[config.mk]
export PLATFORM = sky130hd
export DESIGN_NAME = hbus_xfer_engine
export DESIGN_NICKNAME = d
export VERILOG_FILES = /design/src/rtl/hbx_pkg.sv /design/src/rtl/hbx_ca_shift.sv /design/src/rtl/hbx_rd_capture.sv /design/src/rtl/hbus_xfer_engine.sv
export SDC_FILE = /design/constraint.sdc
export NUM_CORES = 1
export LEC_CHECK = 0
export BUFFER_PORTS_ARGS = -buffer_cell sky130_fd_sc_hd__clkbuf_2
export CORE_ASPECT_RATIO = 1.2
export CORE_MARGIN = 5
export CORE_UTILIZATION = 47
export CTS_CLUSTER_DIAMETER = 200
export DETAILED_ROUTE_END_ITERATION = 8
export PLACE_DENSITY = 0.78
export SLEW_MARGIN = 20
export SYNTH_ARGS = -nofsm -noshare
export SYNTH_HDL_FRONTEND = slang
export SYNTH_SLANG_ARGS = --single-unit
[constraint.sdc]
create_clock -name clk -period 2.1 [get_ports clk]
set_clock_uncertainty 0.05 [all_clocks]
set_input_delay 0.315 -clock clk [delete_from_list [all_inputs] [get_ports clk]]
set_output_delay 0.315 -clock clk [all_outputs]
set_load 0.02 [all_outputs]
[src/rtl/hbx_pkg.sv]
// Shared constants, state type and command-word builder for the burst master.
// Assumes an 8-bit data bus and a 48-bit command word.
package hbx_pkg;
    localparam int BYTE_W       = 8;
    localparam int CA_W         = 48;
    localparam int CA_BYTES     = CA_W / BYTE_W;
    localparam int CA_RD_BIT    = 47;
    localparam int CA_SPACE_BIT = 46;
    localparam int CA_LIN_BIT   = 45;
    localparam int CA_ADDR_W    = 45;

    typedef enum logic [2:0] {
        ST_IDLE,
        ST_CA,
        ST_LAT,
        ST_DATA,
        ST_END
    } hbx_state_t;

    // Assemble the command word from direction, burst type and address.
    function automatic logic [CA_W-1:0] ca_word(input logic is_read,
                                                 input logic linear,
                                                 input logic [CA_ADDR_W-1:0] addr);
        logic [CA_W-1:0] w;
        w               = '0;
        w[CA_ADDR_W-1:0] = addr;
        w[CA_RD_BIT]    = is_read;
        w[CA_SPACE_BIT] = 1'b0;
        w[CA_LIN_BIT]   = linear;
        return w;
    endfunction
endpackage

[src/rtl/hbx_ca_shift.sv]
// Command-word shifter: loads the whole word at request acceptance and
// presents it one byte per cycle, most significant byte first.
// Assumes W is a whole number of B-bit bytes.
module hbx_ca_shift #(
    parameter int W = 48,
    parameter int B = 8
) (
    input  logic         clk,
    input  logic         rst_n,
    input  logic         load,
    input  logic         shift,
    input  logic [W-1:0] word_in,
    output logic [B-1:0] byte_out
);
    logic [W-1:0] sh;

    // Load on accept, shift one byte per command cycle.
    always_ff @(posedge clk) begin
        if (!rst_n)     sh <= '0;
        else if (load)  sh <= word_in;
        else if (shift) sh <= {sh[W-B-1:0], {B{1'b0}}};
    end

    assign byte_out = sh[W-1 -: B];
endmodule

[src/rtl/hbx_rd_capture.sv]
// Read-strobe capture: flags a byte in every enabled cycle whose strobe level
// differs from the previous cycle, and raises a timeout after TO_EDGES
// consecutive enabled cycles without a transition.
// Assumes strobe and data arrive settled in this clock domain.
module hbx_rd_capture #(
    parameter int TO_EDGES = 8,
    parameter int B        = 8
) (
    input  logic         clk,
    input  logic         rst_n,
    input  logic         en,
    input  logic         rwds_in,
    input  logic [B-1:0] dq_in,
    output logic         rd_valid,
    output logic [B-1:0] rd_data,
    output logic         timeout
);
    localparam int TO_W = $clog2(TO_EDGES + 1);

    logic            rwds_q;
    logic            rx_edge;
    logic [TO_W-1:0] to_cnt;

    // Remember the strobe level of the previous cycle.
    always_ff @(posedge clk) begin
        if (!rst_n) rwds_q <= 1'b0;
        else        rwds_q <= rwds_in;
    end

    assign rx_edge  = rwds_in ^ rwds_q;
    assign rd_valid = en & rx_edge;
    assign rd_data  = dq_in;
    assign timeout  = en & ~rx_edge & (to_cnt == TO_W'(TO_EDGES - 1));

    // Count enabled cycles since the last strobe transition.
    always_ff @(posedge clk) begin
        if (!rst_n || !en || rx_edge) to_cnt <= '0;
        else if (!timeout)            to_cnt <= to_cnt + 1'b1;
    end

    a_r7_stall_clears: assert property (@(posedge clk) disable iff (!rst_n)
        rd_valid |=> (to_cnt == '0));
    a_r7_stall_bound: assert property (@(posedge clk) disable iff (!rst_n)
        to_cnt < TO_W'(TO_EDGES));
endmodule

[src/rtl/hbus_xfer_engine.sv]
// Burst master for a DDR pseudo-static RAM link. Runs one read or write burst
// per request: command phase, refresh-dependent latency, data phase, deselect.
// Assumes clk runs at twice the bus rate (one byte per clk) and req_len >= 1.
module hbus_xfer_engine
    import hbx_pkg::*;
#(
    parameter int ADDR_W       = 32,
    parameter int LEN_W        = 8,
    parameter int LAT_CLKS     = 3,
    parameter int TIMEOUT_CLKS = 4
) (
    input  logic              clk,
    input  logic              rst_n,
    input  logic              req_valid,
    output logic              req_ready,
    input  logic              req_write,
    input  logic              req_linear,
    input  logic [ADDR_W-1:0] req_addr,
    input  logic [LEN_W-1:0]  req_len,
    input  logic [7:0]        wr_data,
    input  logic              wr_mask,
    output logic              wr_take,
    output logic              rd_valid,
    output logic [7:0]        rd_data,
    output logic              done,
    output logic              err,
    output logic              bus_cs_n,
    output logic              bus_ck,
    output logic [7:0]        bus_dq_out,
    output logic              bus_dq_oe,
    input  logic [7:0]        bus_dq_in,
    output logic              bus_rwds_out,
    output logic              bus_rwds_oe,
    input  logic              bus_rwds_in
);
    localparam int LAT_ONE  = 2 * LAT_CLKS;
    localparam int LAT_TWO  = 4 * LAT_CLKS;
    localparam int TO_EDGES = 2 * TIMEOUT_CLKS;
    localparam int CNT_MAX  = (LAT_TWO > (1 << LEN_W)) ? LAT_TWO : (1 << LEN_W);
    localparam int CNT_W    = $clog2(CNT_MAX + 1);

    hbx_state_t       state;
    logic [CNT_W-1:0] cnt;
    logic [LEN_W-1:0] len_q;
    logic             is_wr;
    logic             dbl;
    logic             err_q;
    logic             ph;
    logic             accept;
    logic             active;
    logic             wr_phase;
    logic             rx_en;
    logic             rx_timeout;
    logic [7:0]       ca_byte;
    logic [CNT_W-1:0] lat_last;
    logic [CNT_W-1:0] len_last;

    assign accept   = (state == ST_IDLE) && req_valid;
    assign active   = (state == ST_CA) || (state == ST_LAT) || (state == ST_DATA);
    assign wr_phase = (state == ST_DATA) && is_wr;
    assign rx_en    = (state == ST_DATA) && !is_wr;
    assign lat_last = dbl ? CNT_W'(LAT_TWO - 1) : CNT_W'(LAT_ONE - 1);
    assign len_last = CNT_W'(len_q) - 1'b1;

    hbx_ca_shift #(.W(CA_W), .B(BYTE_W)) u_ca (
        .clk      (clk),
        .rst_n    (rst_n),
        .load     (accept),
        .shift    (state == ST_CA),
        .word_in  (ca_word(!req_write, req_linear, CA_ADDR_W'(req_addr))),
        .byte_out (ca_byte)
    );

    hbx_rd_capture #(.TO_EDGES(TO_EDGES), .B(BYTE_W)) u_rx (
        .clk      (clk),
        .rst_n    (rst_n),
        .en       (rx_en),
        .rwds_in  (bus_rwds_in),
        .dq_in    (bus_dq_in),
        .rd_valid (rd_valid),
        .rd_data  (rd_data),
        .timeout  (rx_timeout)
    );

    // Transaction sequencer: phase changes, per-phase counter, latency choice.
    always_ff @(posedge clk) begin
        if (!rst_n) begin
            state <= ST_IDLE;
            cnt   <= '0;
            len_q <= '0;
            is_wr <= 1'b0;
            dbl   <= 1'b0;
            err_q <= 1'b0;
        end else begin
            case (state)
                ST_IDLE: if (req_valid) begin
                    state <= ST_CA;
                    cnt   <= '0;
                    len_q <= req_len;
                    is_wr <= req_write;
                    dbl   <= 1'b0;
                    err_q <= 1'b0;
                end
                ST_CA: begin
                    dbl <= dbl | bus_rwds_in;
                    if (cnt == CNT_W'(CA_BYTES - 1)) begin
                        state <= ST_LAT;
                        cnt   <= '0;
                    end else cnt <= cnt + 1'b1;
                end
                ST_LAT: begin
                    if (cnt == lat_last) begin
                        state <= ST_DATA;
                        cnt   <= '0;
                    end else cnt <= cnt + 1'b1;
                end
                ST_DATA: begin
                    if (!is_wr && rx_timeout) begin
                        err_q <= 1'b1;
                        state <= ST_END;
                        cnt   <= '0;
                    end else if (is_wr || rd_valid) begin
                        if (cnt == len_last) begin
                            state <= ST_END;
                            cnt   <= '0;
                        end else cnt <= cnt + 1'b1;
                    end
                end
                ST_END: begin
                    if (cnt == CNT_W'(1)) begin
                        state <= ST_IDLE;
                        cnt   <= '0;
                    end else cnt <= cnt + 1'b1;
                end
                default: state <= ST_IDLE;
            endcase
        end
    end

    // Bus clock phase: toggles every cycle while selected, parked low otherwise.
    always_ff @(posedge clk) begin
        if (!rst_n) ph <= 1'b0;
        else        ph <= active ? ~ph : 1'b0;
    end

    assign req_ready    = (state == ST_IDLE);
    assign bus_cs_n     = !active;
    assign bus_ck       = active & ph;
    assign bus_dq_oe    = (state == ST_CA) || wr_phase;
    assign bus_dq_out   = (state == ST_CA) ? ca_byte : (wr_phase ? wr_data : 8'h00);
    assign bus_rwds_oe  = wr_phase;
    assign bus_rwds_out = wr_phase & wr_mask;
    assign wr_take      = wr_phase;
    assign done         = (state == ST_END) && (cnt == '0);
    assign err          = done & err_q;

    a_r8_deselect_gap: assert property (@(posedge clk) disable iff (!rst_n)
        $rose(bus_cs_n) |=> bus_cs_n);
    a_r3_latency_quiet: assert property (@(posedge clk) disable iff (!rst_n)
        (state == ST_LAT) |-> (!bus_dq_oe && !bus_rwds_oe && !bus_cs_n));
    a_r7_timeout_aborts: assert property (@(posedge clk) disable iff (!rst_n)
        (rx_en && rx_timeout) |=> (done && err));
    a_r5_no_rx_in_write: assert property (@(posedge clk) disable iff (!rst_n)
        rd_valid |-> !is_wr);
    a_r2_select_drives_cmd: assert property (@(posedge clk) disable iff (!rst_n)
        $fell(bus_cs_n) |-> (bus_dq_oe && !bus_rwds_oe));
    a_r6_done_deselected: assert property (@(posedge clk) disable iff (!rst_n)
        done |-> (bus_cs_n && !req_ready));
endmodule

-- After elaboration in Yosys (flattened, before gate mapping)
Index checks and enable logic that the tools add are counted.
- $add $sub $neg: 3
- equality and inequality tests: 16
- mux-type cells: 25
- bitwise operators: 11
- reduce and logical (&&, ||, !) cells: 29
- operator list (cell ; count):
    48-bit two-way mux ; 2
    9-bit two-way mux ; 7
    9-bit case mux with 5 select lines ; 1
    3-bit two-way mux ; 7
    8-bit two-way mux ; 2
    3-bit case mux with 5 select lines ; 1
    9-bit by 1-bit adder with 9-bit output, second input constant ; 1
    9-bit by 1-bit == test with 1-bit output, second input constant ; 1
    9-bit by 3-bit == test with 1-bit output, second input constant ; 1
    9-bit by 4-bit == test with 1-bit output ; 1
    9-bit == test ; 1
    9-bit logical NOT ; 1
    8-bit by 1-bit subtractor with 9-bit output, second input constant ; 1
    1-bit AND ; 6
    3-bit by 2-bit == test with 1-bit output, second input constant ; 2
    1-bit logical OR ; 6
    2-bit inequality test, second input constant ; 3
    3-bit by 1-bit inequality test with 1-bit output, second input constant ; 2
    2-bit AND reduction ; 3
    3-bit AND reduction ; 2
    6-bit AND reduction ; 1
    2-bit nonzero test ; 3
    1-bit logical AND ; 5
    1-bit logical NOT ; 5
    14 further kinds ; 19
- register bits: 77
- input bits: 63
- word-level logic and storage cells: 95

-- Logic depth before layout (Yosys ltp)
- depth after elaboration: 7
- depth in mapped cells: 8
- depth with buffers taken out: 8

-- Hierarchy
Synthesis repeated with hierarchy kept, for this count alone.
- cells, all modules: 472
- area, all modules: 4579.4 sq um
- by module, submodules not included (module ; instances ; cells an instance ; area each (sq um) ; seq. area each (sq um)):
    hbx_ca_shift ; 1 ; 220 ; 2466.1 ; 960.9
    hbus_xfer_engine ; 1 ; 220 ; 1809.2 ; 480.5
    hbx_rd_capture ; 1 ; 32 ; 304.0 ; 100.1

-- Worst setup path after synthesis
No wires, ideal clock.
- kind: reg2reg
- from: register state[0]
- to: register dbl
- library setup time: 0.128 ns
- data arrival time: 1.933 ns
- path slack: -0.010 ns
- stages on the path, launching flop included: 8
- path buffers: 3
- period minus slack after synthesis: 2.110 ns
- path through: dfxtp_1 buf_2 nor3_1 nand2_1 clkbuf_1 buf_1 a22oi_1 nor2_1
- cells in the longest elaborated chain, start to end: 3
- ends and longest elaborated chain (item ; RTL line ; source):
    start, declared ; hbus_xfer_engine.sv:42 ; hbx_state_t state;
    start signal, assigned ; hbus_xfer_engine.sv:88 ; state <= ST_IDLE;
    start signal, assigned ; hbus_xfer_engine.sv:97 ; state <= ST_CA;
    start signal, assigned ; hbus_xfer_engine.sv:107 ; state <= ST_LAT;
    3-bit logical NOT * ; n/a ;
    via req_ready ; hbus_xfer_engine.sv:15 ; output logic req_ready,
    2-bit inequality test (no line) / 2-bit nonzero test (equally long branches) ; n/a ;
    2-bit AND reduction (no line) ; n/a ;
    end signal, assigned ; hbus_xfer_engine.sv:105 ; dbl <= dbl | bus_rwds_in;
    end, declared ; hbus_xfer_engine.sv:46 ; logic dbl;
The timed path passes the listed nets; every way through them passes the cells marked *.
A chain may end at the register's enable or synchronous reset.

-- Worst setup path in the final report
- from: register cnt[7]
- to: register state[0]
- cells in the longest elaborated chain, start to end: 3
- ends and longest elaborated chain (item ; RTL line ; source):
    start, declared ; hbus_xfer_engine.sv:43 ; logic [CNT_W-1:0] cnt;
    start signal, assigned ; hbus_xfer_engine.sv:109 ; end else cnt <= cnt + 1'b1;
    start signal, assigned ; hbus_xfer_engine.sv:115 ; end else cnt <= cnt + 1'b1;
    start signal, assigned ; hbus_xfer_engine.sv:126 ; end else cnt <= cnt + 1'b1;
    9-bit == test, or another cell as far along ; hbus_xfer_engine.sv:123 ; if (cnt == len_last) begin
    3-bit by 1-bit inequality test with 1-bit output (no line), or another cell as far along ; n/a ;
    6-bit AND reduction (no line) * ; n/a ;
    end signal, assigned ; hbus_xfer_engine.sv:120 ; state <= ST_END;
    end signal, assigned ; hbus_xfer_engine.sv:124 ; state <= ST_END;
    end signal, assigned ; hbus_xfer_engine.sv:131 ; state <= ST_IDLE;
Mark *: on every way between the ends. The rest lies on a longest branch, timed or not.

==> flow_metrics.py <==
metrics = {
    "status": {
        "status": "finished with violations",
        "failed_checks": "setup timing",
    },
    "timing": {
        "setup-violations-final": 2,
        "slew-limit-headroom_pct": 64.1,
        "clock.fmax_mhz": 466,
        "hold_ws_ns": 0.125,
        "finalWorstPathRequiredPeriod_ns": 2.15,
        "fin_crit_sh_pct": 102,
        "tightest_slew_ns": 0.532,
        "hold_violations": 0,
        "setup_repair_after_global_routing_missed_its_margin": "yes",
        "timing.final.ws_setup_ns": -0.0481,
        "maxSlewViolCount": 0,
    },
    "setup_path": {
        "setup.worst_path.class": "reg -> reg",
        "critical_path_arrival_ns": 2.38,
        "worst_ep_required_time_ns": 2.33,
        "crit_path_max_fanout": 5,
        "timing.critical_path.from_type": "flip-flop",
        "r2r.worst_path.cells": 7,
        "critical_path.endpoint_type": "flip-flop",
        "startpoint": "cnt[7]$_SDFFE_PN0P_",
        "crit-reg2reg-launch": "cnt[7]$_SDFFE_PN0P_",
    },
    "die": {
        "core-area_sq_um": 8060,
        "die_w_um": 92.6,
        "top_level_ports": 89,
        "starting_utilization_of_the_core_area_pct": 47.8,
        "placement_rows": 36,
        "floorplan.die.height_um": 109,
        "die_area_sq_um": 10100,
    },
    "placed_design": {
        "hpwl_mm": 6.73,
        "port_buffers": 72,
        "gpl.final_weighted_congestion": 0.877,
        "placement.setup.worst_slack_ns": -0.0569,
        "dpl_cell_area_sq_um": 4300,
        "placed_cells": 636,
    },
    "global_routing": {
        "grt_pass1_vias": 3641,
        "global_route_total_overflow": 0,
        "antenna_found_initial": 0,
        "grt_start_max_net_pins": 60,
        "total_routing_resource_utilization_after_global_routing_pct": 20.0,
        "first_pass_grt_wire_length_mm": 16.4,
    },
    "route": {
        "drt_pass1_iterations": 6,
        "dr_total_vias": 3832,
        "drt-initial-drc-count": 246,
        "vias_per_cell": 5.72,
        "highest-signal-layer": "met4",
        "drt.antenna.violating_nets": 0,
        "routed_wl_mm": 10.6,
        "wl_per_cell_um": 15.8,
        "route.met3.wl_um": 562,
        "detail_route.wirelength.met1_mm": 4.32,
        "met2WireLength_mm": 5.42,
        "drc_errors": 0,
    },
    "clock_network": {
        "clkSinkCount": 77,
        "clk_transition_reported_paths_ns": 0.09,
        "cts_buffers": 9,
        "insertion_delay_ns": 0.35,
        "cts_hold_repair.buffers": 0,
        "cts-root-to-sink-buffers": 2,
        "h-tree-depth": 3,
        "root_cell_of_the_clock_tree": "sky130_fd_sc_hd__clkbuf_8",
        "cts_tree": "yes",
    },
    "pwr": {
        "power.share.switching_pct": 40.5,
        "p_int_mw": 3.34,
        "power_per_cell_area_nw_per_um2": 1160,
        "power_frac_seq_pct": 35.2,
        "clockPowerShare_pct": 18.9,
        "irDropWorstVdd_mv": 0.661,
        "power.share.combinational_pct": 45.9,
        "power.net_switching_mw": 2.27,
        "power_leakage_nw": 1.90,
    },
    "cells_and_area": {
        "layout.cells.most_common_list": "sky130_fd_sc_hd__nand2_1, sky130_fd_sc_hd__dfxtp_1, sky130_fd_sc_hd__clkbuf_2",
        "final.fill_count": 696,
        "finish.cell_count_without_fillers": 670,
        "design.final.nets": 638,
        "layout.cells.most_common": "sky130_fd_sc_hd__nand2_1",
        "layout-drive-gt1-share_pct": 29.6,
        "area_growth_from_synthesis_to_layout_pct": 25.8,
        "finalInstanceArea_sq_um": 4840,
        "diodes": 0,
    },
    "logic_synthesis": {
        "syn_avg_cell_area_sq_um": 7.78,
        "synthesis.nets": 563,
        "yosys_register_bits": 77,
        "post_syn_instances": 495,
        "netlist.top_cell.by_area": "sky130_fd_sc_hd__dfxtp_1",
        "synth_cell_type_count": 52,
        "synth.area.top_cells": "sky130_fd_sc_hd__dfxtp_1, sky130_fd_sc_hd__nand2_1, sky130_fd_sc_hd__a311oi_1",
        "number_of_synthesized_flops_with_an_enable_pin": 0,
        "ys_dominant_reg_cell": "sky130_fd_sc_hd__dfxtp_1",
        "yosysSeqAreaShare_pct": 40.0,
        "synthDominantCellAreaShare_pct": 40.0,
        "postSynth.asyncResetShare_pct": 0,
        "netlist_area_sq_um": 3850,
        "synthesis.yosys.warnings": 0,
    },
    "min_path": {
        "min_path_cells": 3,
        "hold_path_class": "in -> reg",
        "hold_path.startpoint": "req_len[5]",
    },
    "run": {
        "cap_violations": 0,
    },
}
[cell usage after synthesis, types with 3 or more instances]
library cell / instances
sky130_fd_sc_hd__buf_4: 9
sky130_fd_sc_hd__nor3_1: 12
sky130_fd_sc_hd__a311oi_1: 26
sky130_fd_sc_hd__or2_2: 4
sky130_fd_sc_hd__a22o_1: 8
sky130_fd_sc_hd__buf_2: 5
sky130_fd_sc_hd__o211ai_1: 7
sky130_fd_sc_hd__clkbuf_1: 29
sky130_fd_sc_hd__nor3b_1: 6
sky130_fd_sc_hd__inv_1: 9
sky130_fd_sc_hd__nor4bb_1: 3
sky130_fd_sc_hd__ha_1: 5
sky130_fd_sc_hd__a21oi_1: 42
sky130_fd_sc_hd__nand3_1: 15
sky130_fd_sc_hd__xor2_1: 3
sky130_fd_sc_hd__xnor2_1: 12
sky130_fd_sc_hd__nor4_4: 3
sky130_fd_sc_hd__nand2_1: 133
sky130_fd_sc_hd__dfxtp_1: 77
sky130_fd_sc_hd__o21ai_0: 7
sky130_fd_sc_hd__nor2_1: 39
sky130_fd_sc_hd__and2_1: 4
[power groups by stage]
stage	combinational [mW]	clock, mW	sequential, mW
3_5_place_dp	2.04	0	2.00
4_1_cts	2.31	1.07	1.97
5_1_grt	2.80	1.14	2.01
6_report	2.57	1.06	1.98
3_3_place_gp	1.99	0	1.99
2_1_floorplan	1.51	0	1.95
[final cells by class]
type                            instances  area [sq um]  share of cell area (%)
Timing Repair Buffer                  109           756                    15.6
Inverter                               10          37.5                   0.775
Sequential cell                        77          1560                    32.1
Multi-Input combinational cell        363          2200                    45.3
Clock inverter                          7          56.3                    1.16
Clock buffer                            9           124                    2.56
Tap cell                               95           119                    2.45
[logic make-up (layout without fill, tap and decap cells)]
logic type	Yosys count	after routing	share of synthesized area (%)
buf+inv	55	135	6.43
flops	77	77	40.0
simple gates	235	235	28.7
compound gates	108	108	19.8
xor+xnor	15	15	3.41
fa+ha+maj	5	5	1.62
[state kept, by name (all words and copies together) (netlist names)]
| name | cells |
|---|---|
| is_wr | 1 |
| u_ca.sh | 48 |
| u_rx.rwds_q | 1 |
| state | 3 |
| cnt | 9 |
| err_q | 1 |
| dbl | 1 |
| u_rx.to_cnt | 4 |
| ph | 1 |
| len_q | 8 |
[routing by layer]
metal	vias to the layer above	GRT usage (%)
li1	1862	-
met1	1818	23.7
met2	129	34.9
met3	23	4.21
met4	0	8.48
met5	-	0
[per-stage QoR]
step / utilization (%) / TNS (ns) / power [mW]
6_report: 60.1 / -0.0629 / 5.61
5_1_grt: 60.1 / -0.886 / 5.95
4_1_cts: 57.4 / 0 / 5.35
3_5_place_dp: 53.3 / -0.261 / 4.03
3_3_place_gp: 53.3 / 0 / 3.98
2_1_floorplan: - / 0 / 3.46
[worst paths after layout]
kind,to,slack [ns]
setup / recovery,state[0]$_SDFFE_PN0P_,-0.05
hold / removal,len_q[5]$_SDFFE_PN0P_,0.13
setup reg to reg,state[0]$_SDFFE_PN0P_,-0.05
hold reg to reg,ph$_SDFF_PN0_,0.38
[timing repair]
item / 4_1_cts / 5_1_grt
setup buffers: 4 / 11
endpoints found under the hold margin: 0 / 0
pin swaps: 6 / 17
resized for setup: 15 / 33
setup endpoints to repair: 20 / 21
cloned: 2 / 1
[worst max-delay path, stage by stage, from the launching register on]
cell                       delay, ns
sky130_fd_sc_hd__dfxtp_4        0.38
sky130_fd_sc_hd__buf_4          0.15
sky130_fd_sc_hd__xnor2_1        0.27
sky130_fd_sc_hd__a21oi_2        0.09
sky130_fd_sc_hd__nor4b_4        0.43
sky130_fd_sc_hd__o211ai_2       0.17
sky130_fd_sc_hd__a2111o_1       0.42
sky130_fd_sc_hd__a21oi_2        0.12
No activity file was read; power rests on OpenSTA's default activity.
